<file path="src/rtl/boost_ov_supervisor_pkg.sv">
package boost_ov_supervisor_pkg;
  localparam int unsigned UV_CODE_W = 3;

  typedef struct packed {
    logic ovSet;
    logic ovRelease;
    logic flagClear;
    logic uvShut;
  } supStrobes_t;
endpackage

</file>
<file path="src/rtl/boost_ov_sup_ctrl.sv">
module boost_ov_sup_ctrl
  import boost_ov_supervisor_pkg::*;
#(
  parameter int unsigned BLANK_CYCLES   = 1500,
  parameter int unsigned UV_QUAL_CYCLES = 200
) (
  input  logic                 clk,
  input  logic                 porN,
  input  logic                 ovHigh,
  input  logic                 ovLow,
  input  logic                 uvCmp,
  input  logic [UV_CODE_W-1:0] uvThrCode,
  input  logic                 statusRead,
  output supStrobes_t          strobes
);
  localparam int unsigned BLANK_W = $clog2(BLANK_CYCLES + 1);
  localparam int unsigned QUAL_W  = $clog2(UV_QUAL_CYCLES + 1);
  localparam logic [BLANK_W-1:0] BLANK_END = BLANK_W'(BLANK_CYCLES);
  localparam logic [QUAL_W-1:0]  QUAL_LAST = QUAL_W'(UV_QUAL_CYCLES - 1);

  logic [BLANK_W-1:0] blankCnt;
  logic               blankDone;
  logic [QUAL_W-1:0]  qualCnt;
  logic               uvTrip;
  logic               uvActive;
  logic               recovered;

  assign blankDone = (blankCnt == BLANK_END);
  assign uvActive  = blankDone && (uvThrCode != '0) && uvCmp;
  assign recovered = ovLow && !ovHigh;

  // Count edges after power-on release until blanking ends
  always_ff @(posedge clk or negedge porN) begin
    if (!porN) begin
      blankCnt <= '0;
    end else if (!blankDone) begin
      blankCnt <= blankCnt + 1'b1;
    end
  end

  // Qualify a persistent undervoltage; any gap restarts the count
  always_ff @(posedge clk or negedge porN) begin
    if (!porN) begin
      qualCnt <= '0;
      uvTrip  <= 1'b0;
    end else if (!uvActive) begin
      qualCnt <= '0;
      uvTrip  <= 1'b0;
    end else if (!uvTrip) begin
      if (qualCnt == QUAL_LAST) begin
        uvTrip <= 1'b1;
      end else begin
        qualCnt <= qualCnt + 1'b1;
      end
    end
  end

  always_comb begin
    strobes.ovSet     = ovHigh;
    strobes.ovRelease = recovered;
    strobes.flagClear = statusRead && recovered;
    strobes.uvShut    = uvTrip && uvActive;
  end


  blank_gate_chk: assert property (@(posedge clk) disable iff (!porN)
    !blankDone |-> !strobes.uvShut);


  code_off_chk: assert property (@(posedge clk) disable iff (!porN)
    (uvThrCode == '0) |-> !strobes.uvShut);


  uv_release_chk: assert property (@(posedge clk) disable iff (!porN)
    !uvCmp |-> !strobes.uvShut);


  uv_qual_chk: assert property (@(posedge clk) disable iff (!porN)
    $rose(strobes.uvShut) |-> $past(uvCmp));
endmodule

</file>
<file path="src/rtl/boost_ov_sup_datapath.sv">
module boost_ov_sup_datapath
  import boost_ov_supervisor_pkg::*;
#(
  parameter int unsigned NUM_PHASES = 3
) (
  input  logic                  clk,
  input  logic                  porN,
  input  supStrobes_t           strobes,
  output logic                  pwmEnable,
  output logic [NUM_PHASES-1:0] phaseOk,
  output logic                  ovFlag
);
  logic ovActive;

  // Hysteretic trip state: set on trip, cleared only on release
  always_ff @(posedge clk or negedge porN) begin
    if (!porN) begin
      ovActive <= 1'b0;
    end else if (strobes.ovSet) begin
      ovActive <= 1'b1;
    end else if (strobes.ovRelease) begin
      ovActive <= 1'b0;
    end
  end

  // Sticky flag; set has priority over a qualified read
  always_ff @(posedge clk or negedge porN) begin
    if (!porN) begin
      ovFlag <= 1'b0;
    end else if (strobes.ovSet) begin
      ovFlag <= 1'b1;
    end else if (strobes.flagClear) begin
      ovFlag <= 1'b0;
    end
  end

  for (genvar p = 0; p < NUM_PHASES; p++) begin : g_phase
    assign phaseOk[p] = !ovActive;
  end

  assign pwmEnable = !ovActive && !strobes.uvShut;


  ov_set_chk: assert property (@(posedge clk) disable iff (!porN)
    strobes.ovSet |=> (ovFlag && (phaseOk == '0) && !pwmEnable));


  ov_hold_chk: assert property (@(posedge clk) disable iff (!porN)
    ((phaseOk == '0) && !strobes.ovRelease) |=> (phaseOk == '0));


  ov_release_chk: assert property (@(posedge clk) disable iff (!porN)
    (strobes.ovRelease && !strobes.ovSet) |=> (&phaseOk));


  flag_clear_chk: assert property (@(posedge clk) disable iff (!porN)
    $fell(ovFlag) |-> $past(strobes.flagClear));
endmodule

</file>
<file path="src/rtl/boost_ov_supervisor.sv">
module boost_ov_supervisor
  import boost_ov_supervisor_pkg::*;
#(
  parameter int unsigned NUM_PHASES     = 3,
  parameter int unsigned BLANK_CYCLES   = 1500,
  parameter int unsigned UV_QUAL_CYCLES = 200
) (
  input  logic                  clk,
  input  logic                  porN,
  input  logic                  ovHigh,
  input  logic                  ovLow,
  input  logic                  uvCmp,
  input  logic [2:0]            uvThrCode,
  input  logic                  statusRead,
  output logic                  pwmEnable,
  output logic [NUM_PHASES-1:0] phaseOk,
  output logic                  ovFlag
);
  supStrobes_t strobes;

  boost_ov_sup_ctrl #(
    .BLANK_CYCLES  (BLANK_CYCLES),
    .UV_QUAL_CYCLES(UV_QUAL_CYCLES)
  ) u_ctrl (
    .clk       (clk),
    .porN      (porN),
    .ovHigh    (ovHigh),
    .ovLow     (ovLow),
    .uvCmp     (uvCmp),
    .uvThrCode (uvThrCode),
    .statusRead(statusRead),
    .strobes   (strobes)
  );

  boost_ov_sup_datapath #(
    .NUM_PHASES(NUM_PHASES)
  ) u_dp (
    .clk      (clk),
    .porN     (porN),
    .strobes  (strobes),
    .pwmEnable(pwmEnable),
    .phaseOk  (phaseOk),
    .ovFlag   (ovFlag)
  );


  uv_no_status_chk: assert property (@(posedge clk) disable iff (!porN)
    (strobes.uvShut && !strobes.ovSet) |=> ($stable(ovFlag) || !ovFlag));
endmodule

</file>
<file path="config.mk">
export PLATFORM = sky130hd
export DESIGN_NAME = boost_ov_supervisor
export DESIGN_NICKNAME = d
export VERILOG_FILES = /design/src/rtl/boost_ov_supervisor_pkg.sv /design/src/rtl/boost_ov_sup_ctrl.sv /design/src/rtl/boost_ov_sup_datapath.sv /design/src/rtl/boost_ov_supervisor.sv
export SDC_FILE = /design/constraint.sdc
export NUM_CORES = 1
export LEC_CHECK = 0
export BUFFER_PORTS_ARGS = -buffer_cell sky130_fd_sc_hd__buf_2
export CAP_MARGIN = 20
export CORE_MARGIN = 5
export CORE_UTILIZATION = 35
export DETAILED_ROUTE_END_ITERATION = 16
export GPL_TIMING_DRIVEN = 0
export RECOVER_POWER = 50
export SLEW_MARGIN = 25
export SYNTH_ARGS = -nofsm -noshare
export SYNTH_HDL_FRONTEND = slang
export SYNTH_HIERARCHICAL = 1
export SYNTH_SLANG_ARGS = --single-unit
</file>
<file path="constraint.sdc">
create_clock -name clk -period 2.2 [get_ports clk]
set_clock_uncertainty 0.05 [all_clocks]
set_input_delay 0.33 -clock clk [delete_from_list [all_inputs] [get_ports clk]]
set_output_delay 0.33 -clock clk [all_outputs]
set_load 0.1 [all_outputs]
</file>
Word level (Yosys, flattened, before mapping). Index checks and enable logic that the tools add are counted.

$add $sub $neg: 2. Equality and inequality tests: 4. Multiplexer cells: 10. Reduce and logical (&&, ||, !) cells: 13.

Operator list (count): 2-to-1 mux 8 bit (3); adder 11 x 1 -> 11 bit (second input constant) (1); equality test 11 bit (second input constant) (1); adder 8 x 1 -> 8 bit (second input constant) (1); equality test 8 bit (second input constant) (1); 2-to-1 mux 1 bit (7); logical AND 1 bit (6); != test 2 bit (second input constant) (2); nonzero test 2 bit (2); zero test 1 bit (3); nonzero test 3 bit (1); AND reduction 2 bit (1).

Flip-flop bits (word level): 22. Bits of input ports: 9. Output and inout bits: 5. Word-level logic and storage cells: 34.

Depth between registers and ports, before layout.
Depth after elaboration: 6. Mapped depth: 7. Mapped depth without buffers: 7.

Hierarchy. The synthesis kept the hierarchy.

Modules (own cells, without submodules): boost_ov_sup_ctrl (times used 1, cells an instance 95, area an instance 1041.0 um^2, sequential area each 500.5 um^2); boost_ov_sup_datapath (times used 1, cells an instance 9, area an instance 95.1 um^2, sequential area each 50.0 um^2).

Worst setup path before layout. Ideal clock, no wire load.

Kind: reg2out. Start: register u_ctrl.blankCnt[0]. End: output pwmEnable. Data arrival time: 2306 ps. Required time: 1820 ps. Setup slack: -486 ps. Stages on the path, launching flop included: 8. Buffers on the path: 0. Cell sequence: dfrtp_1 > inv_1 > ha_1 > nand4b_1 > nor4_2 > o311ai_2 > nor2_1 > nor2_1.

RTL lines: start: declaration (RTL line boost_ov_sup_ctrl.sv:21) `logic [BLANK_W-1:0] blankCnt;`; start signal: assignment (RTL line boost_ov_sup_ctrl.sv:37) `blankCnt <= blankCnt + 1'b1;`; end: declaration (RTL line boost_ov_supervisor.sv:15) `output logic pwmEnable,`.

==> run metrics <==
area occupied by registers 550.5 sq um; Pre-antenna DRT Iters 4; P&R area growth vs syn 23.13%; power share of the combinational group a little over a tenth; fin crit share 101.4%; Worst-path clk slew 0.12 ns; # nets final 140; WP buf/inv 2; TritonCTS clock tree built; Post-Synthesis Cells 104; global-route track usage on met3 3.541%; Clk pwr share 38.9%; crit end category primary output; layout cell share with drive strength beyond 1 32.28%; gr ovfl total 0; H-tree lvl count 1; CP max FO 2; die width 66.98 microns; actual slew at the worst max-slew pin 1.188 ns; Final min period 2.231 ns; final setup margin -0.03095 ns; via count 791; VDD IR max 0.4201 mV; arrival time worst endpoint 1.85 ns; Netlist Area Pre-Place about 1100 sq um; GRT Total Usage 10.60%; Largest stage delay, worst path 0.40 ns; Seq/Total Area, Yosys 48.46%; largest net degree at the start of global routing 23; PortBufs 13; vias in the first global route 837; worst r2r src u_ctrl/blankCnt[0]$_DFFE_PN0P_; Pwr Density between 500 and 600 nW/um^2; starting density of the core 36.91%; worst slack at placement -0.1144 ns; Worst setup SP type flop; vias per cell 4.626; Final ANT Viol Nets 0; most used routing layer in global routing met2; Worst path depth 8; fillcell total about 300; crit path cell chain inv_1, ha_1, nand4b_1, nor4_4, o311ai_4, nor2_2, nor2_4, buf_12; YS warnings 6; area of the multi-input gates about 560 sq um; Clock Path Buffers 2; Pleak 0.6424 nW; DRC violations left 0; r2r endpoint u_ctrl/blankCnt[5]$_DFFE_PN0P_; final hold vios 0; delay-heaviest family, CP simple AND/OR/NAND/NOR gates; syn_nets 116; Psw 192.2 uW; GRT met1 Usage 11.12%; HP Start ovHigh; Seq cells post-synth 22; first-pass GRT wire length 3.622 mm; unrepaired setup endpoints after global routing true; Ports 14; Die Ht 66.98 microns; DR iter-0 viols 16; maximum capacitance violations 0; worst hold path endpoint u_dp/ovFlag$_DFFE_PN0P_; switching part of the total 23.87%; clock sink count 22; Power, Total 805.3 uW; detailed placement HPWL approximately 1.4 mm; fin util between 40% and 50%; FMAX 448.2 MHz; Flop pwr share 50.7%; CTS root buf clkbuf_4; Int Power 613.1 uW; core footprint 3078 sq um; WS Path Type reg -> out; post-synthesis cell type count 36; most common cell after layout, fill and taps aside dfrtp_1; R2R depth 8; WL/cell approximately 12 microns; initial antenna violation count 0; status finished, violations left; R2R Setup Slk a little under 0.5 ns; relative slew slack approximately a fifth; Worst Path Required 1.82 ns; hold path depth 3; Skew-Pair Late Insertion Delay 0.31 ns; GRT met2 Usage about a fifth; GPL Wtd Cong 0.7725; worst min-delay path category in -> reg; CTS buffer count 3; Slew Limit Fails 0; final wirelength 1.985 mm; final setup fails 1; # diodes 0; CP max stage cell dfrtp_1; failing checks negative setup slack; die area 4486 sq um; post-synthesis area per instance 10.92 sq um; FP Rows 20; commonest non-fill, non-tap cells in the layout dfrtp_1, buf_2, nor2_1
-- cell type report --
class,count,area share (%)
inverters,6,1.610
multi-input cells,72,40.16
well taps,44,3.936
flip-flops and latches,22,39.36
plain buffers,4,2.147
clock inverters,1,2.147
repair buffers,19,9.034
clock buffers,3,1.610
-- metrics by stage --
| step | cell area (sq um) | std cells | TNS, ns | hold WS (ns) |
|---|---|---|---|---|
| 2_1_floorplan | 1144 | 104 | 0 | -0.01559 |
| 3_3_place_gp | 1264 | 161 | -0.05882 | 0.2736 |
| 3_5_place_dp | 1264 | 161 | -0.1144 | 0.2762 |
| 4_1_cts | 1393 | 170 | -0.1786 | 0.2463 |
| 5_1_grt | 1399 | 171 | -0.1586 | 0.2562 |
| 6_report | 1399 | 171 | -0.03095 | 0.2604 |
-- worst max-delay path by stage --
stage	start	slack [ns]	endpoint
floorplan	u_ctrl/blankCnt[0]$_DFFE_PN0P_	0.22	pwmEnable
global placement	u_ctrl/blankCnt[0]$_DFFE_PN0P_	-0.06	pwmEnable
detailed placement	u_ctrl/blankCnt[0]$_DFFE_PN0P_	-0.11	pwmEnable
CTS	u_ctrl/blankCnt[0]$_DFFE_PN0P_	-0.18	pwmEnable
global route	u_ctrl/blankCnt[0]$_DFFE_PN0P_	-0.16	pwmEnable
finish	u_ctrl/blankCnt[0]$_DFFE_PN0P_	-0.03	pwmEnable
-- sequential cells by signal, indices dropped and copies added (netlist names) --
name and count:
u_ctrl/blankCnt 11, u_dp/ovFlag 1, u_ctrl/uvTrip 1, u_dp/ovActive 1, u_ctrl/qualCnt 8
-- power groups by stage --
stage	logic [mW]	registers (mW)	clock network (mW)
floorplan	0.0488	0.423	0
global placement	0.0773	0.416	0
detailed placement	0.0783	0.416	0
CTS	0.0859	0.408	0.326
global route	0.0895	0.409	0.346
finish	0.0839	0.408	0.313
-- synthesized netlist by cell type (all sizes together) --
cell / number / area, sq um
ha: 3 / 37.54
nand2: 5 / 21.27
o21ai: 1 / 5.000
mux2: 2 / 26.27
nand4b: 1 / 8.760
and3: 2 / 12.51
mux2i: 1 / 10.01
a21bo: 1 / 10.01
a21o: 2 / 16.27
a41oi: 1 / 16.27
nand3: 5 / 30.03
a21oi: 3 / 15.01
o31ai: 1 / 7.510
and2: 3 / 18.77
a31o: 1 / 8.760
inv: 6 / 22.52
nand4: 2 / 12.51
buf: 4 / 30.03
or3b: 1 / 11.26
nor3: 2 / 10.01
o21bai: 1 / 11.26
nor4: 3 / 40.04
nor2b: 3 / 18.77
dfrtp: 22 / 550.5
nand3b: 2 / 15.01
o311ai: 1 / 16.27
nor2: 13 / 48.80
xnor2: 4 / 35.03
xor2: 8 / 70.07
-- routing by layer --
metal	vias up	wire length, microns
met5	-	0
met4	0	13
met3	2	54
met2	10	1073
met1	383	844
li1	396	-
-- kinds of logic after synthesis --
kind of cell               after synthesis  share of synthesized area (%)
and+or+nand+nor                         42                          21.81
DFF                                     22                          48.46
AOI/OAI and AO/OA                       12                          9.362
xor gates and xnor gates                12                          9.251
buffers and inverters                   10                          4.626
muxes                                    3                          3.193
adders and majority gates                3                          3.304
-- worst register-to-register path, delay by kind of cell (launching register included) --
kind                     cells  cell delay, ns
buffers and inverters        3            0.36
flip-flops                   1            0.40
AND/OR/NAND/NOR              2            0.27
adder cells (fa/ha/maj)      1            0.16
AO/OA/AOI/OAI                1            0.25
XOR/XNOR                     1            0.14
-- repair_timing --
item | CTS | global route
endpoints found under the setup margin | 1 | 1
cloned | 0 | 0
hold endpoints to repair | 22 | 0
buffers inserted | 4 | 1
hold buffers | 1 | 0
pin swaps | 2 | 1
resized for setup | 7 | 0
Power figures use the tool's default switching activity.
